==> src/rtl/sde_pkg.sv <==
package sde_pkg;
  localparam logic [7:0] OP_WRITE = 8'h02;
  localparam logic [7:0] OP_READ  = 8'h03;

  typedef enum logic [1:0] {SP_IDLE, SP_SHIFT, SP_FIN, SP_GAP} spi_state_e;
  typedef enum logic [1:0] {SC_IDLE, SC_WR, SC_RD} sched_state_e;
endpackage

==> src/rtl/sde_page_buf.sv <==
module sde_page_buf #(
  parameter int DW   = 24,
  parameter int PAGE = 8
) (
  input  logic                        clk,
  input  logic                        we,
  input  logic                        wbank,
  input  logic [$clog2(PAGE)-1:0]     widx,
  input  logic [DW-1:0]               wdata,
  input  logic                        rbank,
  input  logic [$clog2(PAGE)-1:0]     ridx,
  output logic [DW-1:0]               rdata
);
  localparam int IW    = $clog2(PAGE);
  localparam int DEPTH = 2 * PAGE;

  logic [DW-1:0] mem [DEPTH];

  // one synchronous write port, asynchronous read: maps to distributed RAM
  always_ff @(posedge clk) begin
    if (we) mem[{wbank, widx}] <= wdata;
  end

  assign rdata = mem[{rbank, ridx}];

  logic unused_w;
  assign unused_w = ^IW;
endmodule

==> src/rtl/sde_spi_burst.sv <==
module sde_spi_burst
  import sde_pkg::*;
#(
  parameter int SW      = 24,
  parameter int PAGE    = 8,
  parameter int AW      = 16,
  parameter int GAP_CYC = 4
) (
  input  logic                    clk,
  input  logic                    rst,
  input  logic                    start,
  input  logic                    rd_cmd,
  input  logic [AW-1:0]           addr,
  output logic                    busy,
  output logic                    done,
  output logic [$clog2(PAGE)-1:0] tx_idx,
  input  logic [SW-1:0]           tx_data,
  output logic                    rx_we,
  output logic [$clog2(PAGE)-1:0] rx_idx,
  output logic [SW-1:0]           rx_data,
  output logic                    sck,
  output logic                    mosi,
  output logic                    cs_n,
  input  logic                    miso
);
  localparam int WB   = 32;
  localparam int PADW = WB - SW;
  localparam int CMDW = 8 + AW;
  localparam int IW   = $clog2(PAGE);
  localparam int BCW  = $clog2(WB);
  localparam int GCW  = $clog2(GAP_CYC + 1);

  spi_state_e     st;
  logic [WB-1:0]  sh;
  logic [WB-1:0]  rx;
  logic [WB-1:0]  word_in;
  logic           hdr;
  logic           rdm;
  logic [BCW-1:0] bcnt;
  logic [IW-1:0]  widx;
  logic [GCW-1:0] gcnt;

  assign word_in = {rx[WB-2:0], miso};
  assign tx_idx  = hdr ? '0 : widx + IW'(1);
  assign mosi    = sh[WB-1];
  assign busy    = (st != SP_IDLE);

  always_ff @(posedge clk) begin
    if (rst) begin
      st      <= SP_IDLE;
      sh      <= '0;
      rx      <= '0;
      hdr     <= 1'b0;
      rdm     <= 1'b0;
      bcnt    <= '0;
      widx    <= '0;
      gcnt    <= '0;
      sck     <= 1'b0;
      cs_n    <= 1'b1;
      done    <= 1'b0;
      rx_we   <= 1'b0;
      rx_idx  <= '0;
      rx_data <= '0;
    end else begin
      done  <= 1'b0;
      rx_we <= 1'b0;
      case (st)
        SP_IDLE: begin
          if (start) begin
            cs_n <= 1'b0;
            sh   <= {(rd_cmd ? OP_READ : OP_WRITE), addr, {(WB-CMDW){1'b0}}};
            hdr  <= 1'b1;
            rdm  <= rd_cmd;
            bcnt <= '0;
            widx <= '0;
            st   <= SP_SHIFT;
          end
        end
        SP_SHIFT: begin
          if (!sck) begin
            sck <= 1'b1;
          end else begin
            sck  <= 1'b0;
            rx   <= word_in;
            sh   <= {sh[WB-2:0], 1'b0};
            bcnt <= bcnt + BCW'(1);
            if (hdr && bcnt == BCW'(CMDW-1)) begin
              hdr  <= 1'b0;
              bcnt <= '0;
              sh   <= rdm ? '0 : {tx_data, {PADW{1'b0}}};
            end else if (!hdr && bcnt == BCW'(WB-1)) begin
              bcnt    <= '0;
              rx_we   <= rdm;
              rx_idx  <= widx;
              rx_data <= word_in[WB-1 -: SW];
              if (widx == IW'(PAGE-1)) begin
                sh <= '0;
                st <= SP_FIN;
              end else begin
                widx <= widx + IW'(1);
                sh   <= rdm ? '0 : {tx_data, {PADW{1'b0}}};
              end
            end
          end
        end
        SP_FIN: begin
          cs_n <= 1'b1;
          gcnt <= '0;
          st   <= SP_GAP;
        end
        default: begin
          if (gcnt == GCW'(GAP_CYC-1)) begin
            done <= 1'b1;
            st   <= SP_IDLE;
          end else begin
            gcnt <= gcnt + GCW'(1);
          end
        end
      endcase
    end
  end

  // clock idles low while the slave is deselected
  a_r2_sck_idle_low: assert property (@(posedge clk) disable iff (rst)
    cs_n |-> !sck);
  // data line holds across the rising edge
  a_r2_mosi_setup: assert property (@(posedge clk) disable iff (rst)
    (!cs_n && $rose(sck)) |-> $stable(mosi));
  // deselect lasts beyond a single cycle
  a_r7_cs_gap: assert property (@(posedge clk) disable iff (rst)
    $rose(cs_n) |=> cs_n);
endmodule

==> src/rtl/sde_sched.sv <==
module sde_sched
  import sde_pkg::*;
#(
  parameter int AW   = 16,
  parameter int PAGE = 8
) (
  input  logic                                   clk,
  input  logic                                   rst,
  input  logic                                   page_rdy,
  input  logic                                   page_bank,
  input  logic [AW-$clog2(PAGE*4)-1:0]           delay_pages,
  input  logic                                   spi_done,
  output logic                                   spi_start,
  output logic                                   spi_rd,
  output logic [AW-1:0]                          spi_addr,
  output logic                                   tx_bank,
  output logic                                   rd_done
);
  localparam int OFFW = $clog2(PAGE * 4);
  localparam int PCW  = AW - OFFW;

  sched_state_e   st;
  logic           pend;
  logic           pend_bank;
  logic           primed;
  logic [PCW-1:0] wpage;
  logic           issue;

  assign issue = (st == SC_IDLE) && pend;

  always_ff @(posedge clk) begin
    if (rst) begin
      st        <= SC_IDLE;
      pend      <= 1'b0;
      pend_bank <= 1'b0;
      primed    <= 1'b0;
      wpage     <= '0;
      spi_start <= 1'b0;
      spi_rd    <= 1'b0;
      spi_addr  <= '0;
      tx_bank   <= 1'b0;
      rd_done   <= 1'b0;
    end else begin
      spi_start <= 1'b0;
      rd_done   <= 1'b0;
      if (page_rdy) begin
        pend      <= 1'b1;
        pend_bank <= page_bank;
      end else if (issue) begin
        pend <= 1'b0;
      end
      case (st)
        SC_IDLE: begin
          if (pend) begin
            spi_start <= 1'b1;
            spi_rd    <= 1'b0;
            spi_addr  <= {wpage, {OFFW{1'b0}}};
            tx_bank   <= pend_bank;
            st        <= SC_WR;
          end
        end
        SC_WR: begin
          if (spi_done) begin
            if (primed || wpage == delay_pages) begin
              primed    <= 1'b1;
              spi_start <= 1'b1;
              spi_rd    <= 1'b1;
              spi_addr  <= {wpage - delay_pages, {OFFW{1'b0}}};
              st        <= SC_RD;
            end else begin
              wpage <= wpage + PCW'(1);
              st    <= SC_IDLE;
            end
          end
        end
        default: begin
          if (spi_done) begin
            rd_done <= 1'b1;
            wpage   <= wpage + PCW'(1);
            st      <= SC_IDLE;
          end
        end
      endcase
    end
  end

  // a read is only launched once enough pages have been stored
  a_r6_read_primed: assert property (@(posedge clk) disable iff (rst)
    (spi_start && spi_rd) |=> primed);
  // write commands always start on a page boundary
  a_r5_page_aligned: assert property (@(posedge clk) disable iff (rst)
    spi_start |-> (spi_addr[OFFW-1:0] == '0));
endmodule

==> src/rtl/sde_delay_engine.sv <==
module sde_delay_engine #(
  parameter int SW      = 24,
  parameter int PAGE    = 8,
  parameter int AW      = 16,
  parameter int GAP_CYC = 4
) (
  input  logic                                 clk,
  input  logic                                 rst,
  input  logic                                 smp_stb,
  input  logic [SW-1:0]                        smp_in,
  input  logic [AW-$clog2(PAGE*4)-1:0]         delay_pages,
  output logic [SW-1:0]                        smp_out,
  output logic                                 underrun,
  output logic                                 spi_sck,
  output logic                                 spi_mosi,
  input  logic                                 spi_miso,
  output logic                                 spi_cs_n
);
  localparam int IW = $clog2(PAGE);

  logic [IW-1:0] icnt;
  logic          ibank;
  logic          page_rdy;
  logic          rdy_bank;
  logic          play_bank;
  logic          play_ok;
  logic          ready;
  logic          started;
  logic          sel_bank;
  logic          boundary;

  logic          spi_start, spi_rd, spi_busy, spi_done, tx_bank, rd_done;
  logic [AW-1:0] spi_addr;
  logic [IW-1:0] tx_idx, rx_idx;
  logic [SW-1:0] tx_data, rx_data, obuf_q;
  logic          rx_we;

  assign boundary = smp_stb && (icnt == '0);
  assign sel_bank = (icnt == '0 && ready) ? ~play_bank : play_bank;

  sde_page_buf #(.DW(SW), .PAGE(PAGE)) u_ibuf (
    .clk(clk), .we(smp_stb), .wbank(ibank), .widx(icnt), .wdata(smp_in),
    .rbank(tx_bank), .ridx(tx_idx), .rdata(tx_data));

  sde_page_buf #(.DW(SW), .PAGE(PAGE)) u_obuf (
    .clk(clk), .we(rx_we), .wbank(~play_bank), .widx(rx_idx), .wdata(rx_data),
    .rbank(sel_bank), .ridx(icnt), .rdata(obuf_q));

  sde_sched #(.AW(AW), .PAGE(PAGE)) u_sched (
    .clk(clk), .rst(rst), .page_rdy(page_rdy), .page_bank(rdy_bank),
    .delay_pages(delay_pages), .spi_done(spi_done), .spi_start(spi_start),
    .spi_rd(spi_rd), .spi_addr(spi_addr), .tx_bank(tx_bank), .rd_done(rd_done));

  sde_spi_burst #(.SW(SW), .PAGE(PAGE), .AW(AW), .GAP_CYC(GAP_CYC)) u_spi (
    .clk(clk), .rst(rst), .start(spi_start), .rd_cmd(spi_rd), .addr(spi_addr),
    .busy(spi_busy), .done(spi_done), .tx_idx(tx_idx), .tx_data(tx_data),
    .rx_we(rx_we), .rx_idx(rx_idx), .rx_data(rx_data), .sck(spi_sck),
    .mosi(spi_mosi), .cs_n(spi_cs_n), .miso(spi_miso));

  always_ff @(posedge clk) begin
    if (rst) begin
      icnt      <= '0;
      ibank     <= 1'b0;
      page_rdy  <= 1'b0;
      rdy_bank  <= 1'b0;
      play_bank <= 1'b0;
      play_ok   <= 1'b0;
      ready     <= 1'b0;
      started   <= 1'b0;
      smp_out   <= '0;
      underrun  <= 1'b0;
    end else begin
      page_rdy <= 1'b0;
      underrun <= 1'b0;
      ready    <= rd_done | (ready & !boundary);
      if (smp_stb) begin
        icnt <= icnt + IW'(1);
        if (icnt == IW'(PAGE-1)) begin
          ibank    <= ~ibank;
          page_rdy <= 1'b1;
          rdy_bank <= ibank;
        end
        if (icnt == '0) begin
          if (ready) begin
            play_bank <= ~play_bank;
            play_ok   <= 1'b1;
            started   <= 1'b1;
            smp_out   <= obuf_q;
          end else begin
            play_ok  <= 1'b0;
            smp_out  <= '0;
            underrun <= started;
          end
        end else if (play_ok) begin
          smp_out <= obuf_q;
        end else begin
          smp_out  <= '0;
          underrun <= started;
        end
      end
    end
  end

  // silence until the first delayed page plays
  a_r9_silent_before_play: assert property (@(posedge clk) disable iff (rst)
    !started |-> (smp_out == '0));
  // no underrun report before playback begins
  a_r10_underrun_after_start: assert property (@(posedge clk) disable iff (rst)
    underrun |-> started);
  // output moves only on a strobe
  a_r8_hold_between: assert property (@(posedge clk) disable iff (rst)
    !smp_stb |=> $stable(smp_out));
  // a burst is never launched over another one
  a_r3_no_overlap: assert property (@(posedge clk) disable iff (rst)
    spi_start |-> !spi_busy);
endmodule

==> config.mk <==
export PLATFORM = sky130hd
export DESIGN_NAME = sde_delay_engine
export DESIGN_NICKNAME = d
export VERILOG_FILES = /design/src/rtl/sde_pkg.sv /design/src/rtl/sde_page_buf.sv /design/src/rtl/sde_spi_burst.sv /design/src/rtl/sde_sched.sv /design/src/rtl/sde_delay_engine.sv
export SDC_FILE = /design/constraint.sdc
export NUM_CORES = 1
export LEC_CHECK = 0
export BUFFER_PORTS_ARGS = -buffer_cell sky130_fd_sc_hd__buf_2
export CAP_MARGIN = 10
export CORE_UTILIZATION = 65
export CTS_BUF_LIST = sky130_fd_sc_hd__clkbuf_8
export CTS_CLUSTER_SIZE = 10
export DETAILED_ROUTE_END_ITERATION = 7
export PLACE_DENSITY = 0.81
export SKIP_LAST_GASP = 1
export SLEW_MARGIN = 10
export SYNTH_ARGS = -nofsm -noshare
export SYNTH_HDL_FRONTEND = slang
export SYNTH_SLANG_ARGS = --single-unit
==> constraint.sdc <==
create_clock -name clk -period 3.8 [get_ports clk]
set_input_delay 0.57 -clock clk [delete_from_list [all_inputs] [get_ports clk]]
set_output_delay 0.57 -clock clk [all_outputs]
set_load 0.005 [all_outputs]
==> results.tsv, run 1 <==
stage	metric	value	unit
status	status	finished clean	
clock_network	cts_resized	0	
timing	layout_min_cycle_time	2.91	ns
synth	synth_top_area_share	63.3	%
global_routing	grt_start_max_net_pins	100	
global_routing	grt_pass1_wl	125000	um
timing	finalHoldViolations	0	
clock_network	cts_inserted_buffers	143	
critical_path	r2r_start	u_spi.widx[0]	
routing	drc	0	
routing	firstDrtPassIters	8	
synth	synth_edf_count	768	
finish	fillCellCount	3202	
critical_path	crit_path_end_kind	register	
power	peakVddDrop	0.363	mV
place	hpwl	45400	um
routing	vias	21100	
timing	max_freq	344	MHz
place	io_buffers	66	
finish	fin_util	73.4	%
routing	wirelength	82800	um
timing	finalSetupViolCount	0	
synth	ys_async_sr_fraction	0	%
die	dieArea	0.0570	mm^2
clock_network	holdBufCountCts	0	
global_routing	grtUsageTotal	29.9	%
routing	ant_nets	0	
timing	whs	0.0821	ns
clock_network	tritoncts	built	
critical_path	crit_top_cell	buf_4	
die	die-width	239	um
critical_path	worstPathRequired	4.51	ns
critical_path	cp-start-kind	register	
critical_path	cp.depth	8	
synth	syn_nets	2307	
synth	synth_cells	2242	
timing	finalSetupTns	0	ns
timing	period_share	76.6	%
clock_network	cts.sinks	935	
critical_path	critPathKind	reg2reg	
power	power_density	499	mW/mm^2
flow_run	drv_cap	0	
timing	final_max_slew_viol_count	0	
global_routing	grt-ovfl-total	0	
die	core-area	0.0552	mm^2
finish	finalNonFillerCells	3254	
synth	syn_area_per_cell	16.2	um^2
worst_hold_path	hp-start	spi_miso	
critical_path	cp_max_fo	37	
critical_path	worstSetupEndpoint	u_spi.sh[13]	
routing	wire_per_inst	25.4	um
global_routing	grt_pass1_vias	21500	
clock_network	cts.path.max_buffers	3	
finish	antenna_cells	0	
synth	ys_warn_count	0	
synth	synth_ff_type	edfxtp_1	
critical_path	crit_chain	ha_4, ha_1, buf_4, nand2b_1, buf_4, a221o_1, a32oi_1, o2bb2ai_1	
critical_path	r2r-end	u_spi.sh[13]	
critical_path	cpPeakStageDelay	0.73	ns
timing	worstMarginPinSlew	0.932	ns
finish	area_growth	11.2	%
die	io_pins	67	
clock_network	clock_latency	0.79	ns
critical_path	crit_buf_inv	2	
place	gp_congestion	0.823	
critical_path	rr_worst_depth	8	
finish	final_area	0.0405	mm^2
place	dpl.cell_count	2993	
power	p_leak	13.6	nW
die	start_util	66.0	%
finish	finalNetCount	2455	
worst_hold_path	hp-class	in2reg	
critical_path	cp-startpoint	u_spi.widx[0]	
die	die_h	239	um
synth	synth_top_cell_by_area	edfxtp_1	
finish	drive_gt1_share	21.7	%
clock_network	post_cts_buffers	0	
die	rows	86	
clock_network	clock-root-buffer	clkbuf_8	
routing	drt_iter0_markers	2017	
timing	relSlewSlack	37.9	%
timing	clock_skew	0.0308	ns
critical_path	slowest_stage	dfxtp_4	
synth	yosys-top-cells-area	edfxtp_1, dfxtp_1, mux4_2, nand2_1, a21oi_1	
place	postPlaceCellArea	0.0378	mm^2
routing	routed_via_density	6.47	
critical_path	arrival	3.62	ns
critical_path	r2r_slack	0.89	ns
synth	yosysMostFrequentCell	edfxtp_1	
clock_network	h-tree-depth	4	
synth	synth_area	0.0364	mm^2
clock_network	clkTransAtPathRegs	0.06	ns
global_routing	antenna_found_initial	2	
synth	synth_common_cells	edfxtp_1, nand2_1, dfxtp_1	
synth	synth.yosys.seq_area_share	72.5	%
critical_path	path_delay_family	compound AO/OA/AOI/OAI gates	
synth	ys_ff_latch	935	
timing	grt_setup_unrepaired	no	
synth	yosysUniqueCellTypes	62	
==> final cells by class <==
cell class / count / area [um^2] / area share, %
clock buffers: 159 / 2190 / 5.40
multi-input cells: 1147 / 9490 / 23.4
inverters: 26 / 97.6 / 0.241
well taps: 748 / 936 / 2.31
repair buffers: 137 / 903 / 2.23
flip-flops and latches: 935 / 26400 / 65.2
clock inverters: 102 / 473 / 1.17
==> cell usage in the layout (no fill, tap or decap), types with 11 or more instances in the layout <==
cell,n
a32oi_1,13
and3_1,14
mux2i_1,58
inv_1,89
buf_4,69
a22o_1,32
a221o_1,25
clkinv_1,18
nor2b_1,11
o21ai_0,49
buf_2,65
nor2_1,81
nand2_1,232
a31oi_1,14
edfxtp_1,768
and2_1,11
nor3_1,11
nand3_1,36
a21oi_1,149
o22ai_1,54
nor2_2,15
mux2_2,35
o2bb2ai_1,12
o21a_1,13
mux4_2,145
clkbuf_8,159
dfxtp_1,163
ha_1,24
==> how the worst min path moves through the flow <==
stage	to	cells past startpoint	slack (ns)
after floorplan	ready	2	0.41
after global placement	ready	2	0.42
after detailed placement	ready	2	0.44
after CTS	u_spi.rx[0]	3	0.04
after global routing	u_spi.rx[0]	3	0.08
final	u_spi.rx[0]	3	0.08
==> worst min-delay path: stages <==
cell     delay [ns]
buf_2          0.12
nand2_1        0.07
a21oi_1        0.06
==> cells by family (layout without fill, tap and decap cells) <==
kind of cell    after synthesis  in the layout  synth area share, %
xor+xnor                     15             15                0.361
fa+ha+maj                    26             26                0.914
flops                       935            935                 72.5
compound gates              399            399                 7.07
buf+inv                     160            424                 1.80
mux                         238            238                 11.6
simple gates                469            469                 5.72
==> routing by layer <==
| metal | GRT usage (%) | part of all wire [%] | vias up |
|---|---|---|---|
| met5 | 0 | 0.028 | - |
| met2 | 50.7 | 51 | 1161 |
| met3 | 6.24 | 8.4 | 238 |
| li1 | - | - | 9116 |
| met1 | 37.1 | 36 | 10500 |
| met4 | 13.8 | 3.8 | 4 |
==> sequential cells by signal, indices dropped and copies added, names as in the netlist, 2 cells and up <==
register and cells:
u_sched.st 2, u_ibuf.mem 384, icnt 3, smp_out 24, u_spi.widx 3, u_spi.bcnt 5
u_spi.gcnt 3, u_spi.rx 31, u_spi.rx_idx 3, u_sched.wpage 11, u_spi.sh 24, u_spi.st 2
u_sched.spi_addr 11, u_spi.rx_data 24, u_obuf.mem 384
==> per-stage QoR <==
step,total power [mW],setup WS (ns)
after floorplan,12.4,0.332
after global routing,20.9,0.739
final,20.2,0.889
after CTS,20.3,0.884
after global placement,12.7,0.990
after detailed placement,12.8,0.910
==> power breakdown <==
group / internal (mW) / switching, mW / total (mW)
clock: 3.92 / 3.73 / 7.65
sequential: 11.2 / 0.100 / 11.3
combinational: 0.524 / 0.773 / 1.30
Note: power is estimated with default switching activity, not from simulation.
==> inputs of run 2 (changes only) <==
==> constraint.sdc (replaced) <==
create_clock -name clk -period 2.9 [get_ports clk]
set_input_delay 0.435 -clock clk [delete_from_list [all_inputs] [get_ports clk]]
set_output_delay 0.435 -clock clk [all_outputs]
set_load 0.005 [all_outputs]
==> run 2 against run 1 <==
  * Combinational power grew 39%
  * Critical path depth increased by 1
  * Clock-buffer cell count fell by 6
  * Utilization up 0.89 points
  * Final cell count increased by 1.5%
  * Flip-flop and latch count did not move
  * Sequential power grew 31%
  * Hold slack worse by 0.026 ns
  * Sequential share of layout area is 0.78 points lower
  * Setup slack worse by 0.58 ns
  * Via count grew 0.97%
  * Non-clock buffer count increased by 44
  * Critical path type unchanged
  * Critical endpoint is now u_spi.sh[27]
  * Largest power group unchanged
==> results.tsv, run 2 (synthesis gave the netlist of run 1 again) <==
stage	metric	value	unit	change
status	status	finished clean		
power	sw_frac_of_total	23.2	%	+0.45 points
die	rows	86		unchanged
power	p_leak	13.8	nW	+1.5%
timing	setup_ws	0.306	ns	-0.583 ns
critical_path	worstPathRequired	3.60	ns	-0.91 ns
routing	wire_per_inst	25.2	um	-0.78%
critical_path	r2r_slack	0.31	ns	-0.58 ns
power	pwr-share-clk	38.0	%	+0.2 points
flow_run	drv_cap	0		unchanged
worst_hold_path	hold_depth	3		unchanged
global_routing	grt_start_max_net_pins	100		unchanged
clock_network	clock_latency	0.79	ns	about the same
finish	drive_gt1_share	22.3	%	+0.58 points
routing	routed_via_density	6.44		-0.50%
routing	drt_iter0_markers	2213		+9.7%
finish	most-common-layout-cells	edfxtp_1, nand2_1, dfxtp_1		
place	postPlaceCellArea	0.0381	mm^2	+0.56%
timing	finalHoldViolations	0		unchanged
critical_path	rr_worst_depth	9		+1
die	start_util	66.0	%	unchanged
power	intPower	20.5	mW	+32%
critical_path	cp_max_fo	9		-76%
clock_network	h-tree-depth	4		unchanged
routing	ant_nets	0		unchanged
timing	final_max_slew_viol_count	0		unchanged
timing	grt_setup_unrepaired	no		
critical_path	arrival	3.30	ns	-0.32 ns
finish	reg.largest.list	u_ibuf.mem: 384 flops, u_obuf.mem: 384 flops, u_spi.rx: 31 flops		
timing	finalSetupTns	0	ns	unchanged
finish	regArea	0.0264	mm^2	unchanged
timing	relSlewSlack	25.2	%	-13 points
finish	final_area	0.0410	mm^2	+1.2%
global_routing	grt_pass1_vias	21500		+0.023%
place	io_buffers	66		unchanged
worst_hold_path	hp-start	smp_stb		
clock_network	cts.path.max_buffers	3		unchanged
die	die_h	239	um	unchanged
timing	clock_skew	0.0294	ns	-0.00145 ns
finish	finalNonFillerCells	3302		+1.5%
timing	worstMarginPinSlew	1.12	ns	+0.187 ns
die	die-width	239	um	unchanged
die	io_pins	67		unchanged
clock_network	tritoncts	built		
power	power_density	653	mW/mm^2	+31%
worst_hold_path	hp-class	in2reg		
critical_path	cp-start-kind	register		
routing	wirelength	83300	um	+0.68%
worst_hold_path	whs_endpoint	rdy_bank		
power	p_comb_share	6.8	%	+0.4 points
global_routing	antenna_found_initial	2		unchanged
finish	layout_commonest_cell	edfxtp_1		
power	fin_total_pwr	26.7	mW	+32%
power	peakVddDrop	0.559	mV	+54%
routing	vias	21300		+0.97%
finish	multiInputGateArea	0.00952	mm^2	+0.29%
clock_network	cts.sinks	935		unchanged
clock_network	clkTransAtPathRegs	0.06	ns	about the same
critical_path	slowest_stage	and3_1		
place	pre_cts_slack	0.285	ns	-0.625 ns
finish	fin_util	74.3	%	+0.89 points
finish	finalNetCount	2500		+1.8%
timing	period_share	89.4	%	+13 points
power	p_seq_share	55.2	%	-0.6 points
global_routing	grt_pass1_wl	125000	um	about the same
place	hpwl	46100	um	+1.5%
place	dpl.cell_count	3011		+0.60%
finish	area_growth	12.5	%	
finish	fillCellCount	3163		-1.2%
timing	max_freq	386	MHz	+12%
power	p_sw	6.21	mW	+35%
clock_network	cts_inserted_buffers	144		+0.70%
critical_path	critPathKind	reg2reg		
global_routing	grtUsageTotal	29.9	%	about the same
die	core-area	0.0552	mm^2	unchanged
critical_path	crit_chain	ha_1, and3_1, ha_1, nor2b_2, nand2b_1, a21oi_1, and3_1, a22oi_1, a21oi_1		
global_routing	grt-ovfl-total	0		unchanged
routing	firstDrtPassIters	5		-3
die	dieArea	0.0570	mm^2	unchanged
critical_path	cpPeakStageDelay	0.50	ns	-0.23 ns
critical_path	crit_path_end_kind	register		
critical_path	r2r-end	u_spi.sh[27]		
place	gp_congestion	0.881		+7.1%
clock_network	clock-root-buffer	clkbuf_8		
timing	whs	0.0558	ns	-0.0263 ns
critical_path	r2r_start	u_spi.bcnt[0]		
routing	drc	0		unchanged
timing	layout_min_cycle_time	2.59	ns	-0.317 ns
timing	finalSetupViolCount	0		unchanged
## run 2: cell types whose count changed in the layout (fill, tap and decap cells not counted), moves of 2 or more
cell,previous run,this run
inv_1,89,86
nor3b_2,5,2
dlygate4sd3_1,0,25
bufinv_16,1,3
buf_4,69,84
clkbuf_8,159,153
clkinvlp_4,3,8
buf_12,3,7
nor3b_4,0,3
clkinv_2,10,16
## run 2: timing repair
action | 4_1_cts | 5_1_grt
endpoints found under the hold margin | 368 | 0
hold buffers | 25 | 0
gates resized for setup | 0 | 1
setup buffers | 0 | 1
endpoints found under the setup margin | 0 | 9
## run 2: area by class of cell
type	instances	share of cell area, %
sequential	935	64.4
multi-input combinational	1147	23.2
clock buffer	153	5.14
timing repair buffer	181	3.28
tap	748	2.28
clock inverter	111	1.40
inverter	26	0.238
antenna	1	0.00610
## run 2: how the worst max path moves through the flow
stage	startpoint	to	slack (ns)	cells past startpoint
after floorplan	icnt[1]	smp_out[10]	0.13	11
after global placement	delay_pages[5]	u_sched.spi_addr[15]	0.37	9
after detailed placement	u_spi.bcnt[0]	u_spi.sh[11]	0.28	9
after CTS	u_spi.bcnt[0]	u_spi.sh[27]	0.17	9
after global routing	u_spi.bcnt[0]	u_spi.sh[27]	0.11	9
final	u_spi.bcnt[0]	u_spi.sh[27]	0.31	9
## run 2: power groups by stage
stage	sequential (mW)	combinational, mW	clock [mW]
global placement	15.0	1.67	0
global route	14.8	1.92	10.9
detailed placement	15.0	1.74	0
floorplan	15.0	1.21	0
finish	14.8	1.81	10.2
CTS	14.8	1.78	10.3
## run 2: worst max-delay path: cells and delay by family, from the launching register on
| family | cells | cell delay (ns) |
|---|---|---|
| compound gates | 3 | 0.67 |
| simple gates | 4 | 1.07 |
| fa+ha+maj | 2 | 0.40 |
| flops | 1 | 0.37 |
## run 2: metal layers
metal | up-vias | track usage, % | wire length (um)
li1 | 9195 | - | -
met1 | 10700 | 39.2 | 31200
met2 | 1175 | 48.7 | 42100
met5 | - | 0 | 0
met3 | 203 | 5.85 | 7250
met4 | 0 | 14.1 | 2860
